[src/rtl/ring_ptr_pkg.sv]
package ring_ptr_pkg;

  // next offset round a region of 'depth' words
  function automatic int unsigned wrap_inc(int unsigned off, int unsigned depth);
    return (off + 1 == depth) ? 0 : off + 1;
  endfunction

  // fill level after one cycle of strobes
  function automatic int unsigned level_step(int unsigned lvl, logic inc, logic dec);
    case ({inc, dec})
      2'b10:   return lvl + 1;
      2'b01:   return lvl - 1;
      default: return lvl;
    endcase
  endfunction

  function automatic logic under_limit(int unsigned lvl, int unsigned lim);
    return lvl < lim;
  endfunction

  function automatic logic over_limit(int unsigned lvl, int unsigned lim);
    return lvl > lim;
  endfunction

  function automatic int unsigned region_addr(int unsigned base, int unsigned off);
    return base + off;
  endfunction

endpackage

[src/rtl/ring_wrap_ctr.sv]
module ring_wrap_ctr
  import ring_ptr_pkg::*;
#(
  parameter int unsigned DEPTH = 16,
  parameter int          IDX_W = 4
) (
  input  logic             clk,
  input  logic             rst_n,
  input  logic             step,
  output logic [IDX_W-1:0] off,
  output logic             wrap_evt
);

  logic [IDX_W-1:0] off_q;

  // last slot of the region being consumed this cycle
  assign wrap_evt = step && (32'(off_q) == DEPTH - 1);
  assign off      = off_q;

  always_ff @(posedge clk or negedge rst_n) begin
    if (!rst_n)    off_q <= '0;
    else if (step) off_q <= IDX_W'(wrap_inc(32'(off_q), DEPTH));
  end

  assert_wrap_R2: assert property (@(posedge clk) disable iff (!rst_n)
    wrap_evt |=> off_q == '0);

  assert_move_R4: assert property (@(posedge clk) disable iff (!rst_n)
    step |=> off_q != $past(off_q));

  assert_hold_R11: assert property (@(posedge clk) disable iff (!rst_n)
    !step |=> $stable(off_q));

endmodule

[src/rtl/ring_level.sv]
module ring_level
  import ring_ptr_pkg::*;
#(
  parameter int unsigned DEPTH = 16,
  parameter int          LVL_W = 5
) (
  input  logic             clk,
  input  logic             rst_n,
  input  logic             inc,
  input  logic             dec,
  output logic [LVL_W-1:0] level
);

  logic [LVL_W-1:0] lvl_q;

  assign level = lvl_q;

  always_ff @(posedge clk or negedge rst_n) begin
    if (!rst_n) lvl_q <= '0;
    else        lvl_q <= LVL_W'(level_step(32'(lvl_q), inc, dec));
  end

  assert_up_R5: assert property (@(posedge clk) disable iff (!rst_n)
    (inc && !dec) |=> lvl_q == $past(lvl_q) + LVL_W'(1));

  assert_down_R6: assert property (@(posedge clk) disable iff (!rst_n)
    (dec && !inc) |=> lvl_q == $past(lvl_q) - LVL_W'(1));

  assert_same_R7: assert property (@(posedge clk) disable iff (!rst_n)
    (inc && dec) |=> $stable(lvl_q));

  assert_bound_R12: assert property (@(posedge clk) disable iff (!rst_n)
    32'(lvl_q) <= DEPTH);

endmodule

[src/rtl/ring_flags.sv]
module ring_flags
  import ring_ptr_pkg::*;
#(
  parameter int          LVL_W     = 5,
  parameter int unsigned RD_THRESH = 0,
  parameter int unsigned WR_THRESH = 16
) (
  input  logic             clk,
  input  logic             rst_n,
  input  logic [LVL_W-1:0] level,
  output logic             writable,
  output logic             readable
);

  assign writable = under_limit(32'(level), WR_THRESH);
  assign readable = over_limit(32'(level), RD_THRESH);

  // writable can only drop as the level climbs
  assert_wr_fall_R8: assert property (@(posedge clk) disable iff (!rst_n)
    $fell(writable) |-> level > $past(level));

  // readable can only rise as the level climbs
  assert_rd_rise_R9: assert property (@(posedge clk) disable iff (!rst_n)
    $rose(readable) |-> level > $past(level));

endmodule

[src/rtl/ring_ptr_ctrl.sv]
module ring_ptr_ctrl
  import ring_ptr_pkg::*;
#(
  parameter int          ADDR_W    = 16,
  parameter int unsigned BASE      = 0,
  parameter int unsigned DEPTH     = 16,
  parameter int unsigned RD_THRESH = 0,
  parameter int unsigned WR_THRESH = DEPTH,
  localparam int         IDX_W     = (DEPTH > 1) ? $clog2(DEPTH) : 1,
  localparam int         LVL_W     = IDX_W + 1
) (
  input  logic              clk,
  input  logic              rst_n,
  input  logic              wr_stb,
  input  logic              rd_stb,
  output logic [ADDR_W-1:0] wr_addr,
  output logic [ADDR_W-1:0] rd_addr,
  output logic [LVL_W-1:0]  level,
  output logic              writable,
  output logic              readable
);

  // index 0: write side, index 1: read side
  logic [1:0]       stb;
  logic [IDX_W-1:0] off [2];
  logic [1:0]       wrap_evt;

  assign stb = {rd_stb, wr_stb};

  for (genvar g = 0; g < 2; g++) begin : g_ptr
    ring_wrap_ctr #(.DEPTH(DEPTH), .IDX_W(IDX_W)) u_ctr (
      .clk      (clk),
      .rst_n    (rst_n),
      .step     (stb[g]),
      .off      (off[g]),
      .wrap_evt (wrap_evt[g])
    );
  end

  assign wr_addr = ADDR_W'(region_addr(BASE, 32'(off[0])));
  assign rd_addr = ADDR_W'(region_addr(BASE, 32'(off[1])));

  ring_level #(.DEPTH(DEPTH), .LVL_W(LVL_W)) u_level (
    .clk   (clk),
    .rst_n (rst_n),
    .inc   (wr_stb),
    .dec   (rd_stb),
    .level (level)
  );

  ring_flags #(.LVL_W(LVL_W), .RD_THRESH(RD_THRESH), .WR_THRESH(WR_THRESH)) u_flags (
    .clk      (clk),
    .rst_n    (rst_n),
    .level    (level),
    .writable (writable),
    .readable (readable)
  );

  assert_wr_base_R2: assert property (@(posedge clk) disable iff (!rst_n)
    wrap_evt[0] |=> wr_addr == ADDR_W'(BASE));

  assert_rd_base_R3: assert property (@(posedge clk) disable iff (!rst_n)
    wrap_evt[1] |=> rd_addr == ADDR_W'(BASE));

  assert_idle_R11: assert property (@(posedge clk) disable iff (!rst_n)
    (!wr_stb && !rd_stb) |=> $stable(level) && $stable(wr_addr) && $stable(rd_addr));

endmodule

[config.mk]
export PLATFORM = sky130hd
export DESIGN_NAME = ring_ptr_ctrl
export DESIGN_NICKNAME = d
export VERILOG_FILES = /design/src/rtl/ring_ptr_pkg.sv /design/src/rtl/ring_wrap_ctr.sv /design/src/rtl/ring_level.sv /design/src/rtl/ring_flags.sv /design/src/rtl/ring_ptr_ctrl.sv
export SDC_FILE = /design/constraint.sdc
export NUM_CORES = 1
export LEC_CHECK = 0
export ABC_CLOCK_PERIOD_IN_PS = 2370
export CORE_MARGIN = 2
export CORE_UTILIZATION = 35
export CTS_CLUSTER_SIZE = 24
export DETAILED_ROUTE_END_ITERATION = 12
export GPL_ROUTABILITY_DRIVEN = 0
export HOLD_SLACK_MARGIN = 0.03
export PLACE_DENSITY = 0.76
export REMOVE_ABC_BUFFERS = 1
export SYNTH_ARGS = -nofsm -noshare
export SYNTH_HDL_FRONTEND = slang
export SYNTH_SLANG_ARGS = --single-unit
[constraint.sdc]
create_clock -name clk -period 2.37 [get_ports clk]
set_clock_uncertainty 0.2 [all_clocks]
set_input_delay 0.3555 -clock clk [delete_from_list [all_inputs] [get_ports clk]]
set_output_delay 0.3555 -clock clk [all_outputs]
set_load 0.005 [all_outputs]
==> results.md <==
- Clock Power Share: 10.7%
- Total GRT Usage: 10.1%
- Initial antenna violation count: 0
- Setup TNS Final: 0 ps
- Required time of the critical path: 2330 ps
- Cell Int Power: 0.000816 W
- Number of setup buffers added after CTS: 0
- Final setup margin: 152 ps
- Total power: 0.00126 W
- Total CTS buffers: 3
- Leak: 0.520 nW
- Crit path launch type: primary input
- Status: complete, no violations
- Final setup vio count: 0
- Non-filler instance count after layout: 150
- Crit-path max cell delay: 470 ps
- Proportion of layout cells with a drive suffix above 1: 11.7%
- Most frequent cells in the layout: conb_1, clkdlybuf4s50_1, dfrtp_1
- Critical path arrival: 2180 ps
- Final antenna-violating net count: 0
- Period utilization: 93.6%
- Commonest non-fill, non-tap cell in the layout: conb_1
- Sw Share: 35.3%
- H-tree depth: 1
- Number of max-cap violations: 0
- Die area: 3130 sq um
- Core Box Area: 2520 sq um
- Port Buffers: 18
- Dpl ws: -173 ps
- Hold_ws: 251 ps
- Number of global-route vias before repair: 597
- Die span in x: 56.0 um
- Nets: 131
- Fmax: 451 MHz
- Hold Buf Count CTS: 0
- WS Path Type: in -> reg
- Reg power frac: 38.6%
- Iter 0 DRT Violations: 12
- Largest net degree at the start of global routing: 14
- Worst path cell trace: clkdlybuf4s50_1 > inv_1 > ha_1 > ha_1 > o211ai_1 > o211ai_1 > nor3b_1 > nor3b_2
- Slew Limit Fails: 0
- Vias per std cell: 4.51
- Num ports: 43
- Clock tree sinks: 13
- Syn. warnings: 0
- Clk_lat worst skew: 280 ps
- Wire length per cell: 10.1 um
- Setup crit end kind: flop
- Final hold violation count: 0
- First-pass GRT wire length: 2460 um
- TritonCTS clock tree: yes
- Clk buf depth: 2
- Area of the mapped netlist: 945 sq um
- CTS resizes: 0
- DRC errors left: 0
- Unrepaired setup endpoints after global routing: false
- Synth unique cells: 26
- Slew margin rel.: 60.3%
- Power Dens Cells: 1130 nW/um^2
- Post-Syn Instances: 96
- Routed WL: 1520 um
- P_sw: 0.000446 W
- Worst vdd ir: 0.000553 V
- Drt first pass iters: 5
- CP max-delay cell: clkdlybuf4s50_1
- Bufs and invs on worst path: 2
- Worst-path fanout max: 4
- Initial Util: 37.5%
- Sequential share of the synthesized area: 34.4%
- # diodes: 0
- Delay-heaviest family, CP: adder cells
- Gr ovfl total: 0
- Hold Crit Class: in -> async
- Area grow syn2layout: 17.9%
- Combinational share of power: 50.7%
- HPWL after DPL: 1220 um
- Std-Cell Rows: 18
- Vias: 677
- Root buffer cell: clkbuf_4
- Least-Margin Pin Slew: 594 ps
- Synthesized area per cell: 9.84 sq um
- Register bit total from synthesis: 13
- CTS clock-pin slew for the worst setup and hold paths: 80 ps
- Fin crit period: 2220 ps
- Dpl cells: 146
- Die height: 56.0 um
## Yosys cell counts
library cell | number | share of area, %
a22o_1 | 1 | 0.93
nor2_1 | 6 | 2.4
o211ai_1 | 2 | 1.6
a221o_1 | 1 | 1.1
xnor2_1 | 5 | 4.6
nand3b_1 | 1 | 0.79
a21o_2 | 1 | 0.93
nor3b_1 | 1 | 0.79
buf_4 | 26 | 21
nand2b_1 | 2 | 1.3
nand2_1 | 5 | 2.0
o32ai_1 | 1 | 0.93
a21oi_1 | 1 | 0.53
buf_6 | 1 | 1.2
nor3_1 | 2 | 1.1
mux2_2 | 3 | 3.6
dfrtp_1 | 13 | 34
a222oi_1 | 1 | 1.1
nor3b_2 | 1 | 1.3
nand4_1 | 3 | 2.0
nand3_1 | 2 | 1.1
xor2_1 | 6 | 5.6
ha_1 | 6 | 7.9
conb_1 | 1 | 0.40
inv_1 | 3 | 1.2
nor2b_1 | 1 | 0.66
## metrics by stage
stage / area (sq um) / util, %
finish: 1110 / 44.1
global route: 1110 / 44.1
CTS: 1110 / 44.1
detailed placement: 1090 / 43.1
global placement: 1090 / 43.1
floorplan: 825 / -
## power by group through the flow
stage | combinational (W) | clock (W) | sequential, W
3_3_place_gp | 0.000630 | 0 | 0.000484
4_1_cts | 0.000650 | 0.000142 | 0.000488
5_1_grt | 0.000709 | 0.000153 | 0.000513
2_1_floorplan | 0.000320 | 0 | 0.000473
3_5_place_dp | 0.000649 | 0 | 0.000490
6_report | 0.000640 | 0.000135 | 0.000487
## worst paths after layout
| path | startpoint | endpoint | slack [ps] | depth (start not counted) |
|---|---|---|---|---|
| min | rst_n | g_ptr[1].u_ctr.off[2] | 250 | 1 |
| min reg2reg | g_ptr[0].u_ctr.off[3] | g_ptr[0].u_ctr.off[3] | 280 | 1 |
| max in group asynchronous | rst_n | u_level.level[1] | 1330 | 1 |
| min in group clk | g_ptr[0].u_ctr.off[3] | g_ptr[0].u_ctr.off[3] | 280 | 1 |
| max reg2reg | u_level.level[1] | u_level.level[4] | 530 | 6 |
| max | wr_stb | u_level.level[4] | 150 | 8 |
## cell type report
type	instances	area, sq um
fillers	259	1410
repair buffers	24	225
multi-input cells	76	488
flip-flops and latches	13	325
clock buffers	4	26.3
inverters	3	11.3
well taps	30	37.5
## flip-flops by register name (all words and copies together) (netlist names)
signal,flops
g_ptr.u_ctr.off,8
u_level.level,5
## worst reg2reg max path, stage by stage (launching register included)
cell and delay, ps:
dfrtp_1 460, xor2_1 180, ha_1 220, nand3b_1 100, o211ai_1 120, a222oi_1 280, nor3b_2 200
## metal layers
layer  wire length [um]  GRT usage [%]  vias to the layer above
li1                   -              -                      326
met1                665           11.7                      316
met2                705           16.7                       33
met3                123           3.49                        2
met4                 23           4.76                        0
met5                  0              0                        -
## logic make-up after synthesis
logic type | share of synthesized area (%)
AO/OA/AOI/OAI | 7.02
XOR/XNOR | 10.2
adder cells (fa/ha/maj) | 7.95
buffers and inverters | 23.0
flip-flops | 34.4
multiplexers | 3.58
other | 0.397
AND/OR/NAND/NOR | 13.4
(Power assumes the default switching activity.)
